[config.mk]
export PLATFORM = sky130hd
export DESIGN_NAME = shadow_bitop_unit
export DESIGN_NICKNAME = d
export VERILOG_FILES = /design/src/rtl/shadow_pkg.sv /design/src/rtl/sb_andlike_lane.sv /design/src/rtl/sb_mux_lane.sv /design/src/rtl/sb_tag_inject.sv /design/src/rtl/sb_shadow_reg.sv /design/src/rtl/shadow_bitop_unit.sv
export SDC_FILE = /design/constraint.sdc
export NUM_CORES = 1
export LEC_CHECK = 0
export ABC_AREA = 1
export BUFFER_PORTS_ARGS = -buffer_cell sky130_fd_sc_hd__buf_2
export CORE_MARGIN = 5
export CORE_UTILIZATION = 30
export CTS_CLUSTER_DIAMETER = 100
export DETAILED_ROUTE_END_ITERATION = 8
export PLACE_DENSITY_LB_ADDON = 0.2
export RECOVER_POWER = 50
export SLEW_MARGIN = 30
export SYNTH_ARGS = -nofsm -noshare
export SYNTH_HDL_FRONTEND = slang
export SYNTH_HIERARCHICAL = 1
export SYNTH_SLANG_ARGS = --single-unit
[constraint.sdc]
create_clock -name clk -period 2 [get_ports clk]
set_clock_uncertainty 0.15 [all_clocks]
set_input_delay 0.3 -clock clk [delete_from_list [all_inputs] [get_ports clk]]
set_output_delay 0.3 -clock clk [all_outputs]
set_load 0.01 [all_outputs]
[src/rtl/shadow_pkg.sv]
`timescale 1ns/1ps
package shadow_pkg;

    localparam int OP_BITS = 4;

    typedef enum logic [OP_BITS-1:0] {
        OP_AND    = 4'd0,
        OP_OR     = 4'd1,
        OP_ANDNOT = 4'd2,
        OP_ORNOT  = 4'd3,
        OP_XOR    = 4'd4,
        OP_XNOR   = 4'd5,
        OP_NOT    = 4'd6,
        OP_BUF    = 4'd7,
        OP_MUX    = 4'd8,
        OP_BWMUX  = 4'd9,
        OP_TAG    = 4'd10,
        OP_NAND   = 4'd11,
        OP_NOR    = 4'd12,
        OP_RSV13  = 4'd13,
        OP_RSV14  = 4'd14,
        OP_RSV15  = 4'd15
    } op_e;

    // Input polarity applied before the AND-style masking rule
    typedef struct packed {
        logic inv_x;
        logic inv_z;
        logic inv_out;
    } andlike_cfg_t;

endpackage

[src/rtl/sb_andlike_lane.sv]
`timescale 1ns/1ps
module sb_andlike_lane #(
    parameter int W = 16
) (
    input  logic [W-1:0] x,
    input  logic [W-1:0] z,
    input  logic [W-1:0] tx,
    input  logic [W-1:0] tz,
    input  logic         inv_out,
    output logic [W-1:0] y,
    output logic [W-1:0] ty
);
    // One slice per bit: a tainted side leaks only where the other side is
    // non-blocking (1) or itself uncertain.
    for (genvar i = 0; i < W; i++) begin : g_bit
        logic pass_x;
        logic pass_z;
        assign pass_x = x[i] | tx[i];
        assign pass_z = z[i] | tz[i];
        assign y[i]   = (x[i] & z[i]) ^ inv_out;
        assign ty[i]  = (tx[i] & pass_z) | (tz[i] & pass_x);
    end
endmodule

[src/rtl/sb_mux_lane.sv]
`timescale 1ns/1ps
module sb_mux_lane #(
    parameter int W = 16
) (
    input  logic [W-1:0] a,
    input  logic [W-1:0] b,
    input  logic [W-1:0] sel,
    input  logic [W-1:0] ta,
    input  logic [W-1:0] tb,
    input  logic [W-1:0] tsel,
    output logic [W-1:0] y,
    output logic [W-1:0] ty
);
    for (genvar i = 0; i < W; i++) begin : g_bit
        logic sel_matters;
        logic a_visible;
        logic b_visible;
        assign sel_matters = (a[i] ^ b[i]) | ta[i] | tb[i];
        assign a_visible   = ~sel[i] | tsel[i];
        assign b_visible   =  sel[i] | tsel[i];
        assign y[i]  = sel[i] ? b[i] : a[i];
        assign ty[i] = (tsel[i] & sel_matters) | (ta[i] & a_visible) | (tb[i] & b_visible);
    end
endmodule

[src/rtl/sb_tag_inject.sv]
`timescale 1ns/1ps
module sb_tag_inject #(
    parameter int W = 16
) (
    input  logic [W-1:0] a,
    input  logic [W-1:0] ta,
    input  logic [W-1:0] set_m,
    input  logic [W-1:0] clr_m,
    output logic [W-1:0] y,
    output logic [W-1:0] ty
);
    assign y  = a;
    assign ty = (ta & ~clr_m) | set_m;
endmodule

[src/rtl/sb_shadow_reg.sv]
`timescale 1ns/1ps
module sb_shadow_reg #(
    parameter int W = 16
) (
    input  logic         clk,
    input  logic         rst,
    input  logic [W-1:0] d,
    input  logic [W-1:0] td,
    output logic [W-1:0] q,
    output logic [W-1:0] tq
);
    always_ff @(posedge clk) begin
        if (rst) begin
            q  <= '0;
            tq <= '0;
        end else begin
            q  <= d;
            tq <= td;
        end
    end
endmodule

[src/rtl/shadow_bitop_unit.sv]
`timescale 1ns/1ps
module shadow_bitop_unit
    import shadow_pkg::*;
#(
    parameter int W = 16
) (
    input  logic               clk,
    input  logic               rst,
    input  logic [OP_BITS-1:0] op,
    input  logic [W-1:0]       a,
    input  logic [W-1:0]       b,
    input  logic [W-1:0]       s,
    input  logic               sel1,
    input  logic [W-1:0]       ta,
    input  logic [W-1:0]       tb,
    input  logic [W-1:0]       ts,
    input  logic               ts1,
    input  logic [W-1:0]       set_m,
    input  logic [W-1:0]       clr_m,
    output logic [W-1:0]       y,
    output logic [W-1:0]       ty,
    output logic [W-1:0]       q,
    output logic [W-1:0]       tq
);
    localparam logic [W-1:0] ONES = {W{1'b1}};

    op_e          opc;
    andlike_cfg_t cfg;
    logic [W-1:0] al_x, al_z, al_y, al_ty;
    logic [W-1:0] mx_sel, mx_tsel, mx_y, mx_ty;
    logic [W-1:0] tg_y, tg_ty;

    assign opc = op_e'(op);

    // Polarity set-up for the AND-style family
    always_comb begin
        cfg = '0;
        unique case (opc)
            OP_AND:    cfg = '{inv_x: 1'b0, inv_z: 1'b0, inv_out: 1'b0};
            OP_NAND:   cfg = '{inv_x: 1'b0, inv_z: 1'b0, inv_out: 1'b1};
            OP_OR:     cfg = '{inv_x: 1'b1, inv_z: 1'b1, inv_out: 1'b1};
            OP_NOR:    cfg = '{inv_x: 1'b1, inv_z: 1'b1, inv_out: 1'b0};
            OP_ANDNOT: cfg = '{inv_x: 1'b0, inv_z: 1'b1, inv_out: 1'b0};
            OP_ORNOT:  cfg = '{inv_x: 1'b1, inv_z: 1'b0, inv_out: 1'b1};
            default:   cfg = '0;
        endcase
    end

    assign al_x = cfg.inv_x ? ~a : a;
    assign al_z = cfg.inv_z ? ~b : b;

    sb_andlike_lane #(.W(W)) u_andlike (
        .x(al_x), .z(al_z), .tx(ta), .tz(tb),
        .inv_out(cfg.inv_out), .y(al_y), .ty(al_ty)
    );

    // Whole-word select is spread across every bit before the per-bit rule
    assign mx_sel  = (opc == OP_MUX) ? {W{sel1}} : s;
    assign mx_tsel = (opc == OP_MUX) ? {W{ts1}}  : ts;

    sb_mux_lane #(.W(W)) u_mux (
        .a(a), .b(b), .sel(mx_sel), .ta(ta), .tb(tb), .tsel(mx_tsel),
        .y(mx_y), .ty(mx_ty)
    );

    sb_tag_inject #(.W(W)) u_tag (
        .a(a), .ta(ta), .set_m(set_m), .clr_m(clr_m), .y(tg_y), .ty(tg_ty)
    );

    // Output selection
    always_comb begin
        y  = '0;
        ty = '0;
        unique case (opc)
            OP_AND, OP_NAND, OP_OR, OP_NOR, OP_ANDNOT, OP_ORNOT: begin
                y  = al_y;
                ty = al_ty;
            end
            OP_XOR: begin
                y  = a ^ b;
                ty = ta | tb;
            end
            OP_XNOR: begin
                y  = ~(a ^ b);
                ty = ta | tb;
            end
            OP_NOT: begin
                y  = a ^ ONES;
                ty = ta;
            end
            OP_BUF: begin
                y  = a;
                ty = ta;
            end
            OP_MUX, OP_BWMUX: begin
                y  = mx_y;
                ty = mx_ty;
            end
            OP_TAG: begin
                y  = tg_y;
                ty = tg_ty;
            end
            default: begin
                y  = '0;
                ty = '0;
            end
        endcase
    end

    sb_shadow_reg #(.W(W)) u_reg (
        .clk(clk), .rst(rst), .d(y), .td(ty), .q(q), .tq(tq)
    );

    AST_REG_CLEAR: assert property (@(posedge clk)
        rst |=> (q == '0 && tq == '0));

    AST_REG_FOLLOW: assert property (@(posedge clk) disable iff (rst)
        !rst |=> (q == $past(y) && tq == $past(ty)));

    AST_RSV_ZERO: assert property (@(posedge clk) disable iff (rst)
        (op >= 4'd13) |-> (y == '0 && ty == '0));

    AST_TRANSPARENT_TAINT: assert property (@(posedge clk) disable iff (rst)
        (op == 4'd6 || op == 4'd7) |-> (ty == ta));

    AST_TAG_SET_WINS: assert property (@(posedge clk) disable iff (rst)
        (op == 4'd10) |-> ((ty & set_m) == set_m && y == a));

    AST_CLEAN_STAYS_CLEAN: assert property (@(posedge clk) disable iff (rst)
        (op != 4'd10 && ta == '0 && tb == '0 && ts == '0 && !ts1) |-> (ty == '0));

    AST_XOR_UNION: assert property (@(posedge clk) disable iff (rst)
        (op == 4'd4 || op == 4'd5) |-> ((ty & (ta | tb)) == (ta | tb)));
endmodule

== After elaboration in Yosys (flattened, before gate mapping) ==
Cells that the tools add are included.

* Flip-flop bits (word level): 32
* Output and inout bits: 64
* Logic and storage cells: 339
* Input port bits: 136

* Mux-type cells: 23
* Reduce and logical (&&, ||, !) cells: 6
* Bitwise logic cells: 296
* Eq/ne operators: 12

{| class="wikitable"
|+ Operator list
! cell !! count
|-
| 1-bit OR || 144
|-
| 1-bit AND || 96
|-
| 16-bit one-hot mux with 6 select lines || 1
|-
| 16-bit one-hot mux with 5 select lines || 1
|-
| 16-bit 2-to-1 mux || 4
|-
| 16-bit inverter || 4
|-
| 16-bit OR || 2
|-
| 1-bit XOR || 32
|-
| 4-bit equality test, second input constant || 5
|-
| 16-bit AND || 1
|-
| 4-bit by 3-bit equality test with 1-bit output, second input constant || 4
|-
| 1-bit 2-to-1 mux || 16
|-
| 1-bit inverter || 16
|-
| 16-bit XOR || 1
|-
| 3-bit one-hot mux with 5 select lines || 1
|-
| 4-bit by 2-bit equality test with 1-bit output, second input constant || 2
|-
| 2-bit OR reduction || 4
|-
| 6-bit OR reduction || 1
|-
| 4-bit by 1-bit equality test with 1-bit output, second input constant || 1
|-
| 4-bit zero test || 1
|}

== Depth between registers and ports, before layout ==
Gate-level depths: netlist of the first run.

* Word-level depth: 8
* Mapped depth: 17
* Gate-level depth less buffers: 16

== Hierarchy ==
Netlist of the first run, hierarchy kept.

{| class="wikitable"
|+ By module, submodules not included
! module !! area each (um2) !! times used !! cells each !! seq. area each (um2)
|-
| shadow_bitop_unit || 2696.3 || 1 || 608 || 0.0
|-
| sb_mux_lane || 960.9 || 1 || 240 || 0.0
|-
| sb_shadow_reg || 914.6 || 1 || 99 || 640.6
|-
| sb_andlike_lane || 620.6 || 1 || 132 || 0.0
|-
| sb_tag_inject || 360.3 || 1 || 80 || 0.0
|}

== Worst setup path before layout of the first run ==
No wires, ideal clock.

* Kind: input port to output port
* From: in op[1]
* To: out ty[14]
* Path buffers: 2
* Required time: 1.550 ns
* Stages on the path: 10
* Data arrival time: 1.745 ns
* Slack: -0.195 ns
* Path through: buf_2 nor2_1 nand3_1 nand2_2 buf_4 xor2_1 nand2_1 a21oi_1 nand3_1 nand3_1

* Elaborated cells on any way between the ends: 36
* Those cells by class: eq/ne: 12; mux: 6; bitwise: 13; reduce/logical: 5

{| class="wikitable"
|+ RTL lines
! item !! RTL line !! source
|-
| start: declaration || shadow_bitop_unit.sv:9 || <nowiki>input logic [OP_BITS-1:0] op,</nowiki>
|-
| 4-bit by 2-bit equality test with 1-bit output, or another cell as far along || shadow_bitop_unit.sv:38 || <nowiki>unique case (opc)</nowiki>
|-
| 3-bit one-hot mux with 5 select lines (*) || shadow_bitop_unit.sv:38 ||
|-
| 16-bit 2-to-1 mux (*) || shadow_bitop_unit.sv:49 || <nowiki>assign al_x = cfg.inv_x ? ~a : a;</nowiki>
|-
| net al_x[14] || shadow_bitop_unit.sv:29 || <nowiki>logic [W-1:0] al_x, al_z, al_y, al_ty;</nowiki>
|-
| 1-bit OR (*) || sb_andlike_lane.sv:18 || <nowiki>assign pass_x = x[i] | tx[i];</nowiki>
|-
| 1-bit AND (*) || sb_andlike_lane.sv:21 || <nowiki>assign ty[i] = (tx[i] & pass_z) | (tz[i] & pass_x);</nowiki>
|-
| 1-bit OR (*) || sb_andlike_lane.sv:21 ||
|-
| net al_ty[14] || shadow_bitop_unit.sv:29 ||
|-
| 16-bit one-hot mux with 5 select lines (*) || shadow_bitop_unit.sv:74 || <nowiki>unique case (opc)</nowiki>
|-
| end: declaration || shadow_bitop_unit.sv:21 || <nowiki>output logic [W-1:0] ty,</nowiki>
|}

The timed path passes the listed nets; every way through them passes the cells marked *.

== Final worst setup path of the first run ==
* From: in op[0]
* To: out ty[10]

* Elaborated cells on any way between the ends: 36
* Those cells by class: eq/ne: 12; mux: 6; bitwise: 13; reduce/logical: 5

{| class="wikitable"
|+ RTL lines
! item !! RTL line !! source
|-
| 4-bit by 2-bit equality test with 1-bit output, or another cell as far along || shadow_bitop_unit.sv:38 ||
|-
| 3-bit one-hot mux with 5 select lines (*) || shadow_bitop_unit.sv:38 ||
|-
| 16-bit 2-to-1 mux (*) || shadow_bitop_unit.sv:50 || <nowiki>assign al_z = cfg.inv_z ? ~b : b;</nowiki>
|-
| net al_z[10] || shadow_bitop_unit.sv:29 ||
|-
| 1-bit OR (*) || sb_andlike_lane.sv:19 || <nowiki>assign pass_z = z[i] | tz[i];</nowiki>
|-
| 1-bit AND (*) || sb_andlike_lane.sv:21 ||
|-
| 1-bit OR (*) || sb_andlike_lane.sv:21 ||
|-
| net al_ty[10] || shadow_bitop_unit.sv:29 ||
|-
| 16-bit one-hot mux with 5 select lines (*) || shadow_bitop_unit.sv:74 ||
|}

Marked as above.

==> impl_metrics.py, run 1 <==
metrics = {
    "routing": {
        "first_pass_iters": 5,
        "routedWlPerCell_um": 14.5,
        "viasPerCell": 4.61,
        "drc_errors": 0,
        "finalWirelength_um": 23600,
        "antenna_left": 0,
        "drtIter0Drc": 461,
        "vias": 7507,
    },
    "layout": {
        "fin_nets": 1532,
        "drive_above_1_share": 0.288,
        "design_area_mm2": 0.00879,
        "area_growth_pct": 58.2,
    },
    "placement": {
        "place_hpwl_um": 17700,
        "place_area_mm2": 0.00754,
        "routabilityCongestion": 0.888,
        "io_buffers": 199,
    },
    "synth": {
        "synthCells": 1159,
        "yosysTopAreaCell": "nand2_1",
        "ys_top_cells_by_count": "nand2_1 (422), inv_1 (219), nand3_1 (152)",
        "yosysUniqueCellTypes": 20,
        "syn-cell-area_mm2": 0.00555,
        "yosysSeqAreaShare": 0.115,
        "synth_top_cell_area_share": 0.285,
        "yosysMostFrequentCell": "nand2_1",
        "synthTopCellsByArea": "nand2_1 (29%), inv_1 (15%), nand3_1 (14%)",
        "ys_async_sr_fraction": 0,
        "syn-num-nets": 1295,
        "ys_seq_elements": 32,
        "synth_warnings": 6,
        "synth_edf_count": 0,
        "synth.avg_cell_area_um2": 4.79,
        "synthFlopType": "dfxtp_1",
    },
    "flow_run": {
        "drv_cap": 0,
    },
    "worst_hold_path": {
        "worst_hold_path_type": "input port to flip-flop",
        "hold_depth": 2,
        "min-delay-start": "rst",
    },
    "die": {
        "die_h_um": 146,
        "die-width_um": 146,
        "dieArea_mm2": 0.0213,
        "initial_core_util": 0.307,
        "fp.coreArea_mm2": 0.0181,
        "num_io_pins": 200,
        "row_count": 49,
    },
    "cts": {
        "clock_path_buffers": 2,
        "cts_root_buffer": "clkbuf_16",
        "postCtsHoldBufs": 0,
        "cts_buffers": 5,
        "ctsHtreeMaxLevel": 2,
        "cts_tree": "yes",
        "path_clk_slew_ns": 0.06,
        "cts_sinks": 32,
    },
    "setup_path": {
        "crit_fanout": 8,
        "worst-path-buf-inv": 3,
        "critPathMaxStageDelay_ns": 0.20,
        "startpoint_type": "input port",
        "crit_top_cell": "buf_12",
        "path_cells": "buf_12 -> nor2_4 -> nand3_4 -> nand2_4 -> buf_12 -> xor2_4 -> nor2_1 -> a21oi_1 -> nand3_1 -> nand3_2 -> buf_6",
        "endpoint": "ty[10]",
        "crit_family": "simple AND/OR/NAND/NOR gates",
        "worst-setup-path-type": "input port to primary output",
        "worstPathRequired_ns": 1.55,
        "path_depth": 11,
        "crit_path_end_kind": "primary output",
        "arrival_ns": 1.79,
        "cp_slowest_cell": "buf_12",
        "setup.worst_path.start": "op[0]",
    },
    "global_routing": {
        "grt_pass1_vias": 6926,
        "grt_max_degree": 27,
        "globalRouteOverflowTotal": 0,
        "antenna_found_initial": 5,
        "grt_pass1_wl_um": 36500,
        "grtUsageTotal": 0.211,
    },
    "sta": {
        "fin_crit_sh": 1.12,
        "rsz0062_at_grt": "yes",
        "layout_setup_ws_ns": -0.244,
        "drv_slew": 0,
        "tightest_slew_ns": 0.315,
        "setup_viol": 32,
        "timing.slew.headroom": 0.790,
        "hold_violations": 0,
        "period_minus_slack_ns": 2.24,
        "fmaxAchievable_mhz": 446,
        "setup_tns_ns": -5.32,
    },
    "run_status": {
        "violations": "negative setup slack",
        "status": "complete, but fails checks",
    },
    "power": {
        "clkPwrFrac": 0.238,
        "power_leakage_uw": 0.00513,
        "p_per_area_mw_per_mm2": 410,
        "p_switching_uw": 1530,
        "pwr-share-seq": 0.198,
        "ir_drop_v": 0.000273,
        "internal-power_uw": 2070,
        "swShare": 0.425,
        "power_frac_comb": 0.564,
    },
}
-- how the worst min path moves through the flow --
stage                               to  slack [ns]
after global placement      u_reg/q[0]        0.51
after detailed placement    u_reg/q[0]        0.53
after CTS                   u_reg/q[0]        0.22
after global routing      u_reg/tq[14]        0.23
after floorplan            u_reg/q[13]        0.22
final                      u_reg/tq[4]        0.21
-- sequential cells by signal, indices dropped and copies added (netlist names) --
name      count
u_reg/tq     16
u_reg/q      16
-- cell families (layout without fill, tap and decap cells) --
kind of cell | Yosys count | count (layout) | share of synthesized area
DFF | 32 | 32 | 0.115
other | 0 | 1 | 0
xor gates and xnor gates | 32 | 32 | 0.0505
buffers and inverters | 276 | 513 | 0.213
AOI/OAI and AO/OA | 89 | 89 | 0.0802
and+or+nand+nor | 730 | 731 | 0.541
-- power by group through the flow --
stage / registers, µW / clock network [µW] / logic (µW)
after detailed placement: 726 / 0 / 1700
final: 713 / 859 / 2030
after global placement: 724 / 0 / 1690
after global routing: 720 / 910 / 2240
after floorplan: 761 / 0 / 947
after CTS: 712 / 884 / 1940
-- final cells by class --
type	count	area (µm²)
Tap cell	229	287
Fill cell	1941	9300
Multi-Input combinational cell	852	4770
Timing Repair Buffer	283	2080
Inverter	222	856
Antenna cell	1	2.50
Sequential cell	32	641
Clock buffer	8	146
-- timing repair --
item | in CTS | in global routing
endpoints found under the setup margin | 32 | 33
buffers inserted | 7 | 3
gates cloned | 2 | 1
pin swaps | 63 | 34
gates resized for setup | 137 | 88
-- per-stage QoR --
stage	instances	hold WS [ns]	worst slack (ns)	total power, µW	utilization
finish	1627	0.213	-0.244	3600	0.486
detailed placement	1605	0.526	-0.407	2420	0.417
CTS	1622	0.218	-0.229	3540	0.467
global route	1627	0.228	-0.312	3870	0.486
global placement	1605	0.514	-0.413	2410	0.417
floorplan	1159	0.222	0.00897	1710	-
-- per-layer routing --
metal,global-route usage,part of all wire,vias up
met5,0,0.0025,-
met4,0.0423,0.016,8
met3,0.0493,0.071,32
met2,0.361,0.47,249
met1,0.273,0.44,3291
li1,-,-,3927
-- cell usage in the layout (no fill, tap or decap), drive strengths merged --
cell    count
xor2       32
inv       222
o21ai      65
dfxtp      32
a21oi      24
nand2     425
clkbuf     39
buf       252
diode       1
nor2      144
nand3     162
Note: power is estimated with default switching activity, not from simulation.
==> run 2, diff against run 1 <==
Settings changed: CORE_UTILIZATION 30 to 39.
==> run 2 against run 1 <==
The flow still finishes with violations (negative setup slack). Final area down 1.4%. Hold slack better by 0.071 ns. Global-route usage up 4.1 points. Clock-buffer cell count decreased by 1. Utilization up 14 points. Via count up 0.85%. Critical endpoint is now ty[6].
==> impl_metrics.py, run 2 (synthesis gave the netlist of run 1 again) <==
metrics = {
    "run_status": {
        "status": "complete, but fails checks",
        "violations": "negative setup slack",
    },
    "setup_path": {
        "crit_path_end_kind": "primary output",
        "worstPathRequired_ns": 1.55,
        "worst-setup-path-type": "input port to primary output",
        "setup.worst_path.start": "op[1]",
        "arrival_ns": 1.82,
        "endpoint": "ty[6]",
        "startpoint_type": "input port",
        "crit_fanout": 7,
    },
    "die": {
        "dieArea_mm2": 0.0167,
        "row_count": 43,
        "initial_core_util": 0.398,
        "fp.coreArea_mm2": 0.0139,
        "die_h_um": 129,
        "die-width_um": 129,
        "num_io_pins": 200,
    },
    "cts": {
        "cts_buffers": 5,
        "ctsHtreeMaxLevel": 2,
        "cts_root_buffer": "clkbuf_16",
        "cts_sinks": 32,
        "path_clk_slew_ns": 0.06,
        "cts_tree": "yes",
        "clock_path_buffers": 2,
    },
    "power": {
        "p_per_area_mw_per_mm2": 414,
        "power_leakage_uw": 0.00507,
        "ir_drop_v": 0.000285,
        "total_power_uw": 3590,
    },
    "layout": {
        "final_common_cell": "nand2_1",
        "reg.largest.list": "u_reg/q x16, u_reg/tq x16",
        "finalNonFillerCells": 1571,
        "nFillCells": 1363,
        "area_growth_pct": 56.1,
        "drive_above_1_share": 0.289,
        "final_cell_mix": "nand2_1 (402), inv_1 (217), buf_2 (133)",
        "fin_nets": 1524,
    },
    "sta": {
        "fmaxAchievable_mhz": 440,
        "setup_viol": 32,
        "rsz0062_at_grt": "yes",
        "drv_slew": 0,
        "tightest_slew_ns": 0.407,
        "whs_ns": 0.283,
        "timing.slew.headroom": 0.729,
        "fin_crit_sh": 1.14,
        "layout_setup_ws_ns": -0.273,
        "period_minus_slack_ns": 2.27,
        "hold_violations": 0,
        "setup_tns_ns": -6.55,
    },
    "routing": {
        "drc_errors": 0,
        "first_pass_iters": 6,
        "viasPerCell": 4.82,
        "antenna_left": 0,
        "drtIter0Drc": 541,
        "routedWlPerCell_um": 13.9,
        "vias": 7571,
        "finalWirelength_um": 21900,
    },
    "global_routing": {
        "grt_max_degree": 33,
        "globalRouteOverflowTotal": 0,
        "grt_pass1_wl_um": 33600,
        "grt_pass1_vias": 6910,
        "grtUsageTotal": 0.252,
        "antenna_found_initial": 1,
    },
    "flow_run": {
        "drv_cap": 0,
    },
    "placement": {
        "routabilityCongestion": 0.887,
        "dp_worst_setup_slack_ns": -0.383,
        "dp.cells": 1548,
        "place_hpwl_um": 15500,
        "io_buffers": 199,
    },
    "worst_hold_path": {
        "hold_depth": 7,
        "worst_hold_path_type": "input port to flip-flop",
    },
}
[run 2: cell types whose count changed in the layout (fill, tap and decap cells not counted), moves of 4 or more]
| cell | delta |
|---|---|
| nand2_4 | -7 |
| xor2_4 | +5 |
| xor2_2 | -4 |
| nand2_2 | +5 |
| buf_12 | -7 |
| o21ai_1 | -4 |
[run 2: repair_timing]
| item | in CTS | in global routing |
|---|---|---|
| buffers inserted | 8 | 4 |
| pin swaps | 67 | 38 |
| setup endpoints to repair | 32 | 34 |
| gates resized for setup | 122 | 92 |
| gates cloned | 1 | 1 |
| hold buffers | 0 | 0 |
[run 2: worst max-delay path, cell delays in order]
cell,delay (ns)
buf_8,0.10
buf_12,0.12
nor2_4,0.12
nand3_4,0.12
nand2_8,0.13
buf_16,0.19
xor2_4,0.18
nand2_1,0.07
a21oi_1,0.13
nand3_1,0.10
nand3_2,0.13
buf_6,0.12
[run 2: stage by stage]
step                       util  instance area [µm²]
after global routing      0.622                 8660
after floorplan               -                 5870
after global placement    0.529                 7370
final                     0.622                 8670
after CTS                 0.592                 8250
after detailed placement  0.529                 7370
[run 2: power by group]
group	switching, µW	internal (µW)
clock network	344	497
logic	1150	882
registers	13.1	699
[run 2: area by class of cell]
cell class	instances	area (µm²)	share of cell area
flip-flops and latches	32	641	0.0739
well taps	180	225	0.0260
clock inverters	1	7.51	0.000866
clock buffers	7	143	0.0165
repair buffers	276	1980	0.228
multi-input cells	851	4820	0.557
diodes	2	5.00	0.000577
inverters	222	846	0.0976
[run 2: worst min path at each step]
stage / from / endpoint / slack (ns)
after floorplan: rst / u_reg/q[13] / 0.22
after global placement: u_reg/tq[5] / tq[5] / 0.55
after detailed placement: u_reg/tq[8] / tq[8] / 0.54
after CTS: set_m[13] / u_reg/tq[13] / 0.27
after global routing: set_m[5] / u_reg/tq[5] / 0.31
final: set_m[8] / u_reg/tq[8] / 0.28
[run 2: metal layers]
metal	vias to the layer above	share of wire	track usage
met5	-	0.00059	0
met4	2	0.037	0.101
met3	61	0.076	0.0383
met2	296	0.48	0.431
met1	3290	0.41	0.317
li1	3922	-	-
